**config.mk**
```make
export PLATFORM = sky130hd
export DESIGN_NAME = enter_entry_unit
export DESIGN_NICKNAME = d
export VERILOG_FILES = /design/src/rtl/enter_pkg.sv /design/src/rtl/enter_sync.sv /design/src/rtl/enter_debounce.sv /design/src/rtl/enter_handshake.sv /design/src/rtl/enter_entry_unit.sv
export SDC_FILE = /design/constraint.sdc
export NUM_CORES = 1
export LEC_CHECK = 0
export ABC_AREA = 1
export BUFFER_PORTS_ARGS = -buffer_cell sky130_fd_sc_hd__buf_4
export CORE_MARGIN = 1.5
export CORE_UTILIZATION = 50
export DETAILED_ROUTE_END_ITERATION = 10
export PLACE_DENSITY = 0.71
export SLEW_MARGIN = 20
export SYNTH_ARGS = -nofsm -noshare
export SYNTH_HDL_FRONTEND = slang
export SYNTH_SLANG_ARGS = --single-unit
```
**constraint.sdc**
```tcl
create_clock -name clk -period 2.57 [get_ports clk]
set_input_delay 0.257 -clock clk [delete_from_list [all_inputs] [get_ports clk]]
set_output_delay 0.257 -clock clk [all_outputs]
set_load 0.03 [all_outputs]
```
**src/rtl/enter_pkg.sv**
```systemverilog
// Package: shared types of the enter-key entry unit.
// Assumes: single clock domain; the handshake has only the two states below.
package enter_pkg;

    typedef enum logic [0:0] {
        HS_WAIT_RELEASE = 1'b0,
        HS_ARMED        = 1'b1
    } hs_state_t;

endpackage

```
**src/rtl/enter_sync.sv**
```systemverilog
// Module: enter_sync
// Brings an asynchronous single-bit line into the clk domain through a chain
// of STAGES flip-flops. Assumes STAGES >= 2; only the last stage is used.
module enter_sync #(
    parameter int STAGES = 2
) (
    input  logic clk,
    input  logic rst_n,
    input  logic async_in,
    output logic sync_out
);

    logic [STAGES-1:0] chain_q;

    // First stage: capture the asynchronous line.
    always_ff @(posedge clk) begin
        if (!rst_n) chain_q[0] <= 1'b0;
        else        chain_q[0] <= async_in;
    end

    genvar g;
    generate
        for (g = 1; g < STAGES; g++) begin : g_stage
            // Later stages: pass the previous stage on by one clock.
            always_ff @(posedge clk) begin
                if (!rst_n) chain_q[g] <= 1'b0;
                else        chain_q[g] <= chain_q[g-1];
            end
        end
    endgenerate

    assign sync_out = chain_q[STAGES-1];

    initial begin
        if (STAGES < 2) $error("enter_sync: STAGES must be at least 2");
    end

    AST_SYNC_DELAY: assert property (@(posedge clk) disable iff (!rst_n)
        !$stable(sync_out) |-> $past(chain_q[STAGES-2]) == sync_out) else $error("sync");

endmodule

```
**src/rtl/enter_debounce.sv**
```systemverilog
// Module: enter_debounce
// Counter filter: the accepted level follows the synchronized sample only
// after the sample has stayed constant, and different from the accepted
// level, for DEBOUNCE_CYCLES counts. Any sample change restarts the count.
// Assumes: DEBOUNCE_CYCLES >= 1; sample already synchronous to clk.
module enter_debounce #(
    parameter int DEBOUNCE_CYCLES = 1_000_000
) (
    input  logic clk,
    input  logic rst_n,
    input  logic sample,
    output logic level
);

    localparam int CNT_W = $clog2(DEBOUNCE_CYCLES + 1);
    localparam logic [CNT_W-1:0] LIMIT = CNT_W'(DEBOUNCE_CYCLES - 1);

    logic             last_q;
    logic [CNT_W-1:0] cnt_q;

    // Track the sample history, count quiet cycles and update the level.
    always_ff @(posedge clk) begin
        if (!rst_n) begin
            last_q <= 1'b0;
            cnt_q  <= '0;
            level  <= 1'b0;
        end else begin
            last_q <= sample;
            if (sample != last_q) begin
                cnt_q <= '0;
            end else if (sample == level) begin
                cnt_q <= '0;
            end else if (cnt_q == LIMIT) begin
                level <= sample;
                cnt_q <= '0;
            end else begin
                cnt_q <= cnt_q + 1'b1;
            end
        end
    end

    AST_LEVEL_FULL_WINDOW: assert property (@(posedge clk) disable iff (!rst_n)
        !$stable(level) |-> $past(cnt_q) == LIMIT) else $error("window");
    AST_LEVEL_TAKES_SAMPLE: assert property (@(posedge clk) disable iff (!rst_n)
        !$stable(level) |-> level == $past(sample)) else $error("sample");
    AST_COUNT_BOUNDED: assert property (@(posedge clk) disable iff (!rst_n)
        cnt_q <= LIMIT) else $error("count");

endmodule

```
**src/rtl/enter_handshake.sv**
```systemverilog
// Module: enter_handshake
// Turns rising edges of the debounced key level into input completions.
// Armed only after the level has been seen low; one accepted press per
// release. Assumes level is debounced and synchronous to clk.
module enter_handshake
    import enter_pkg::*;
#(
    parameter int DATA_W = 8
) (
    input  logic              clk,
    input  logic              rst_n,
    input  logic              level,
    input  logic              req,
    input  logic [DATA_W-1:0] sw_data,
    output logic [DATA_W-1:0] data_q,
    output logic              done
);

    hs_state_t state_q;
    logic      level_prev_q;
    logic      rise;

    // Rising edge of the accepted level: high now, low one cycle ago.
    assign rise = level & ~level_prev_q;

    // Release/arm sequencing, data capture and completion strobe.
    always_ff @(posedge clk) begin
        if (!rst_n) begin
            state_q      <= HS_WAIT_RELEASE;
            level_prev_q <= 1'b0;
            done         <= 1'b0;
            data_q       <= '0;
        end else begin
            level_prev_q <= level;
            done         <= 1'b0;
            case (state_q)
                HS_WAIT_RELEASE: begin
                    if (!level) state_q <= HS_ARMED;
                end
                HS_ARMED: begin
                    if (rise) begin
                        if (req) begin
                            done   <= 1'b1;
                            data_q <= sw_data;
                        end
                        state_q <= HS_WAIT_RELEASE;
                    end
                end
                default: state_q <= HS_WAIT_RELEASE;
            endcase
        end
    end

    AST_DONE_SINGLE: assert property (@(posedge clk) disable iff (!rst_n)
        done |=> !done) else $error("single");
    AST_DONE_NEEDS_REQ: assert property (@(posedge clk) disable iff (!rst_n)
        done |-> $past(req)) else $error("req");
    AST_DONE_NEEDS_HIGH: assert property (@(posedge clk) disable iff (!rst_n)
        done |-> $past(level)) else $error("level");
    AST_DONE_FROM_ARMED: assert property (@(posedge clk) disable iff (!rst_n)
        done |-> $past(state_q) == HS_ARMED) else $error("armed");
    AST_DONE_THEN_WAIT: assert property (@(posedge clk) disable iff (!rst_n)
        done |-> state_q == HS_WAIT_RELEASE) else $error("wait");
    AST_DATA_HOLD: assert property (@(posedge clk) disable iff (!rst_n)
        !done |-> $stable(data_q)) else $error("hold");

endmodule

```
**src/rtl/enter_entry_unit.sv**
```systemverilog
// Module: enter_entry_unit (top)
// Enter-key conditioning for an input instruction: synchronizer, counter
// debouncer and request/release handshake. Assumes one clock domain;
// enter_raw may change at any time; in_req is synchronous to clk.
module enter_entry_unit #(
    parameter int DATA_W          = 8,
    parameter int DEBOUNCE_CYCLES = 1_000_000,
    parameter int SYNC_STAGES     = 2
) (
    input  logic              clk,
    input  logic              rst_n,
    input  logic              enter_raw,
    input  logic [DATA_W-1:0] sw_data,
    input  logic              in_req,
    output logic [DATA_W-1:0] data_q,
    output logic              done,
    output logic              stable_level
);

    logic key_sync;

    enter_sync #(
        .STAGES (SYNC_STAGES)
    ) u_sync (
        .clk      (clk),
        .rst_n    (rst_n),
        .async_in (enter_raw),
        .sync_out (key_sync)
    );

    enter_debounce #(
        .DEBOUNCE_CYCLES (DEBOUNCE_CYCLES)
    ) u_debounce (
        .clk    (clk),
        .rst_n  (rst_n),
        .sample (key_sync),
        .level  (stable_level)
    );

    enter_handshake #(
        .DATA_W (DATA_W)
    ) u_handshake (
        .clk     (clk),
        .rst_n   (rst_n),
        .level   (stable_level),
        .req     (in_req),
        .sw_data (sw_data),
        .data_q  (data_q),
        .done    (done)
    );

endmodule

```
==> flow_metrics.env <==
export IMPL_cts_buffers=5
export IMPL_p_int_mw=0.863
export IMPL_diodes=0
export IMPL_ys_ff_latch=35
export IMPL_critPathRequiredTime_ns=2.83
export IMPL_synth_warnings=0
export IMPL_num_io_pins=22
export IMPL_finalHoldViolations=0
export IMPL_via_per_inst=4.58
export IMPL_finalSetupTns_ns=0
export IMPL_drcViolationCount=0
export IMPL_portBuffers=21
export IMPL_powerDensity_mw_per_mm2=561
export IMPL_worst_pin_slew_ns=0.499
export IMPL_rsz0062_at_grt="false"
export IMPL_syn_area_per_cell_um2=7.44
export IMPL_min_period_ns=1.72
export IMPL_syn_area_mm2=0.00158
export IMPL_fin_skew_ns=0.00573
export IMPL_cts_root_buf="clkbuf_4"
export IMPL_die_w_um=59.3
export IMPL_cts_sinks=35
export IMPL_dp_hpwl_um=2140
export IMPL_syn_nets=226
export IMPL_grt_overflow_total=0
export IMPL_wl_per_cell_um=9.98
export IMPL_cts_tree="yes"
export IMPL_p_total_mw=1.05
export IMPL_clk_latency_ns=0.33
export IMPL_grt_pass1_wl_um=5130
export IMPL_worstPathArrival_ns=1.97
export IMPL_die_y_um=59.3
export IMPL_floorplan_rows=20
export IMPL_clkTransAtPathRegs_ns=0.10
export IMPL_startpoint_type="register"
export IMPL_drv_slew=0
export IMPL_ir_drop_mv=0.383
export IMPL_setup_violations=0
export IMPL_slew_headroom_pct=66.7
export IMPL_start_util_pct=52.3
export IMPL_drive_above_1_share_pct=22.2
export IMPL_postCtsSetupBuffers=0
export IMPL_grtUsageTotal_pct=19.1
export IMPL_antenna_found_initial=0
export IMPL_r2r_setup_slack_ns=0.85
export IMPL_first_pass_iters=4
export IMPL_fmax_ghz=0.583
export IMPL_die_area_mm2=0.00351
export IMPL_power_frac_seq_pct=52.1
export IMPL_min_period_over_period_pct=66.7
export IMPL_grt_max_degree=21
export IMPL_critPathTopFamily="simple AND/OR/NAND/NOR gates"
export IMPL_core_area_mm2=0.00303
export IMPL_maxCapViolCount=0
export IMPL_power_switching_mw=0.187
export IMPL_ant_nets=0
export IMPL_clockPowerShare_pct=45.4
export IMPL_netSwitchingFraction_pct=17.8
export IMPL_status="completed"
export IMPL_crit_top_cell="nand3_2"
export IMPL_htreeDepth=2
export IMPL_syn_inst=213
export IMPL_power_leakage_nw=0.718
export IMPL_setup_worst_path_class="reg -> reg"
export IMPL_ys_seq_area_share_pct=44.2
export IMPL_cts_path_max_buffers=2
export IMPL_ctsResizeCount=0
export IMPL_slowest_delay_ns=0.38
export IMPL_vias=1297
export IMPL_routabilityCongestion=0.840
export IMPL_fin_util_pct=61.8
export IMPL_path_max_fanout=20
export IMPL_drt_initial_drc_count=37
export IMPL_synth_cell_types=23
export IMPL_crit_slowest_cell="dfxtp_1"
export IMPL_wl_um=2820
export IMPL_hold_path_class="in -> reg"
export IMPL_area_growth_pct=18.2
export IMPL_comb_power_share_pct=2.5
export IMPL_grt_pass1_vias=1207
export IMPL_cts_hold_buffers=0
export IMPL_fin_nets=251
export IMPL_endpoint_kind="register"
export IMPL_worstPathCellList="ha_1 -> nand3_2 -> clkinv_2 -> nand2_4 -> nor2_4 -> nand2_2 -> nand3_2 -> a21oi_2"
export IMPL_cp_buffers_inverters=1
power groups by stage:
stage,registers (mW),clock network (mW),logic (mW)
floorplan,0.559,0,0.0130
global placement,0.560,0,0.0262
detailed placement,0.560,0,0.0263
CTS,0.547,0.490,0.0264
global route,0.548,0.520,0.0299
finish,0.547,0.476,0.0262
metrics by stage:
stage	worst slack [ns]	hold slack (ns)	instance area (µm²)	std cells
after detailed placement	0.854	0.403	1770	275
after global placement	0.896	0.398	1770	275
after global routing	0.677	0.0675	1870	283
final	0.855	0.104	1870	283
after CTS	0.841	0.0917	1870	283
after floorplan	1.16	0.355	1580	213
cell families (layout without fill, tap and decap cells):
| group | after synthesis | count (layout) | share of synthesized area [%] |
|---|---|---|---|
| adders and majority gates | 1 | 1 | 0.790 |
| DFF | 35 | 35 | 44.2 |
| AOI/OAI and AO/OA | 15 | 15 | 5.92 |
| and+or+nand+nor | 127 | 127 | 35.9 |
| buffers and inverters | 23 | 49 | 6.48 |
| xor gates and xnor gates | 12 | 12 | 6.64 |
Yosys cell counts (all sizes together):
master  count  area share [%]
nor2       63              17
o21ai       8             2.5
nand2      45              11
nand3      11             4.1
xnor2       3             1.7
or2         2            0.79
clkbuf      1            0.24
dfxtp      35              44
xor2        9             5.0
a21oi       7             3.4
inv        19             4.5
buf         2             1.4
clkinv      1            0.32
ha          1            0.79
nand3b      1            0.47
nand4       5             2.0
flip-flops by register name (all words and copies together), names as in the netlist:
signal                    count
u_debounce.cnt_q             20
u_debounce.last_q             1
u_debounce.level              1
u_handshake.data_q            8
u_handshake.done              1
u_handshake.level_prev_q      1
u_handshake.state_q           1
u_sync.chain_q                1
u_sync.sync_out               1
worst register-to-register path, stage by stage, from the launching register on:
cell and delay (ns):
dfxtp_1 0.38, ha_1 0.25, nand3_2 0.13, clkinv_2 0.10, nand2_4 0.07, nor2_4 0.04, nand2_2 0.05, nand3_2 0.38
a21oi_2 0.24
layer usage:
metal / wire, µm / vias up / track usage [%]
met5: 0 / - / 0
met4: 51 / 0 / 8.12
met3: 154 / 6 / 6.99
met2: 1200 / 26 / 28.6
met1: 1420 / 555 / 24.7
li1: - / 710 / -
final timing paths:
| path | from | endpoint | depth (start not counted) |
|---|---|---|---|
| worst max-delay path | u_debounce.cnt_q[0] | u_debounce.cnt_q[9] | 8 |
| worst min-delay path | enter_raw | u_sync.chain_q[0] | 3 |
| worst max register to register | u_debounce.cnt_q[0] | u_debounce.cnt_q[9] | 8 |
| worst min register to register | u_sync.chain_q[0] | u_sync.sync_out | 2 |
layout make-up:
cell class	instances	area (µm²)
Tap cell	44	55.1
Clock inverter	2	60.1
Inverter	20	76.3
Sequential cell	35	701
Multi-Input combinational cell	155	781
Timing Repair Buffer	21	158
Fill cell	297	1160
Clock buffer	6	41.3
cell usage in the layout, fill, tap and decap left out, types with 2 or more instances in the layout:
| cell | instances |
|---|---|
| nor2_1 | 53 |
| nand2_1 | 42 |
| dfxtp_1 | 35 |
| buf_4 | 21 |
| inv_1 | 17 |
| nand3_1 | 9 |
| xor2_1 | 9 |
| o21ai_0 | 8 |
| nor2_2 | 8 |
| nand4_1 | 5 |
| a21oi_2 | 5 |
| clkbuf_4 | 5 |
| xnor2_1 | 3 |
| inv_2 | 2 |
| nand3_2 | 2 |
| nor2_4 | 2 |
| or2_2 | 2 |
| nand2_2 | 2 |
| a21oi_1 | 2 |
| bufinv_16 | 2 |
No activity file was read; power rests on OpenSTA's default activity.
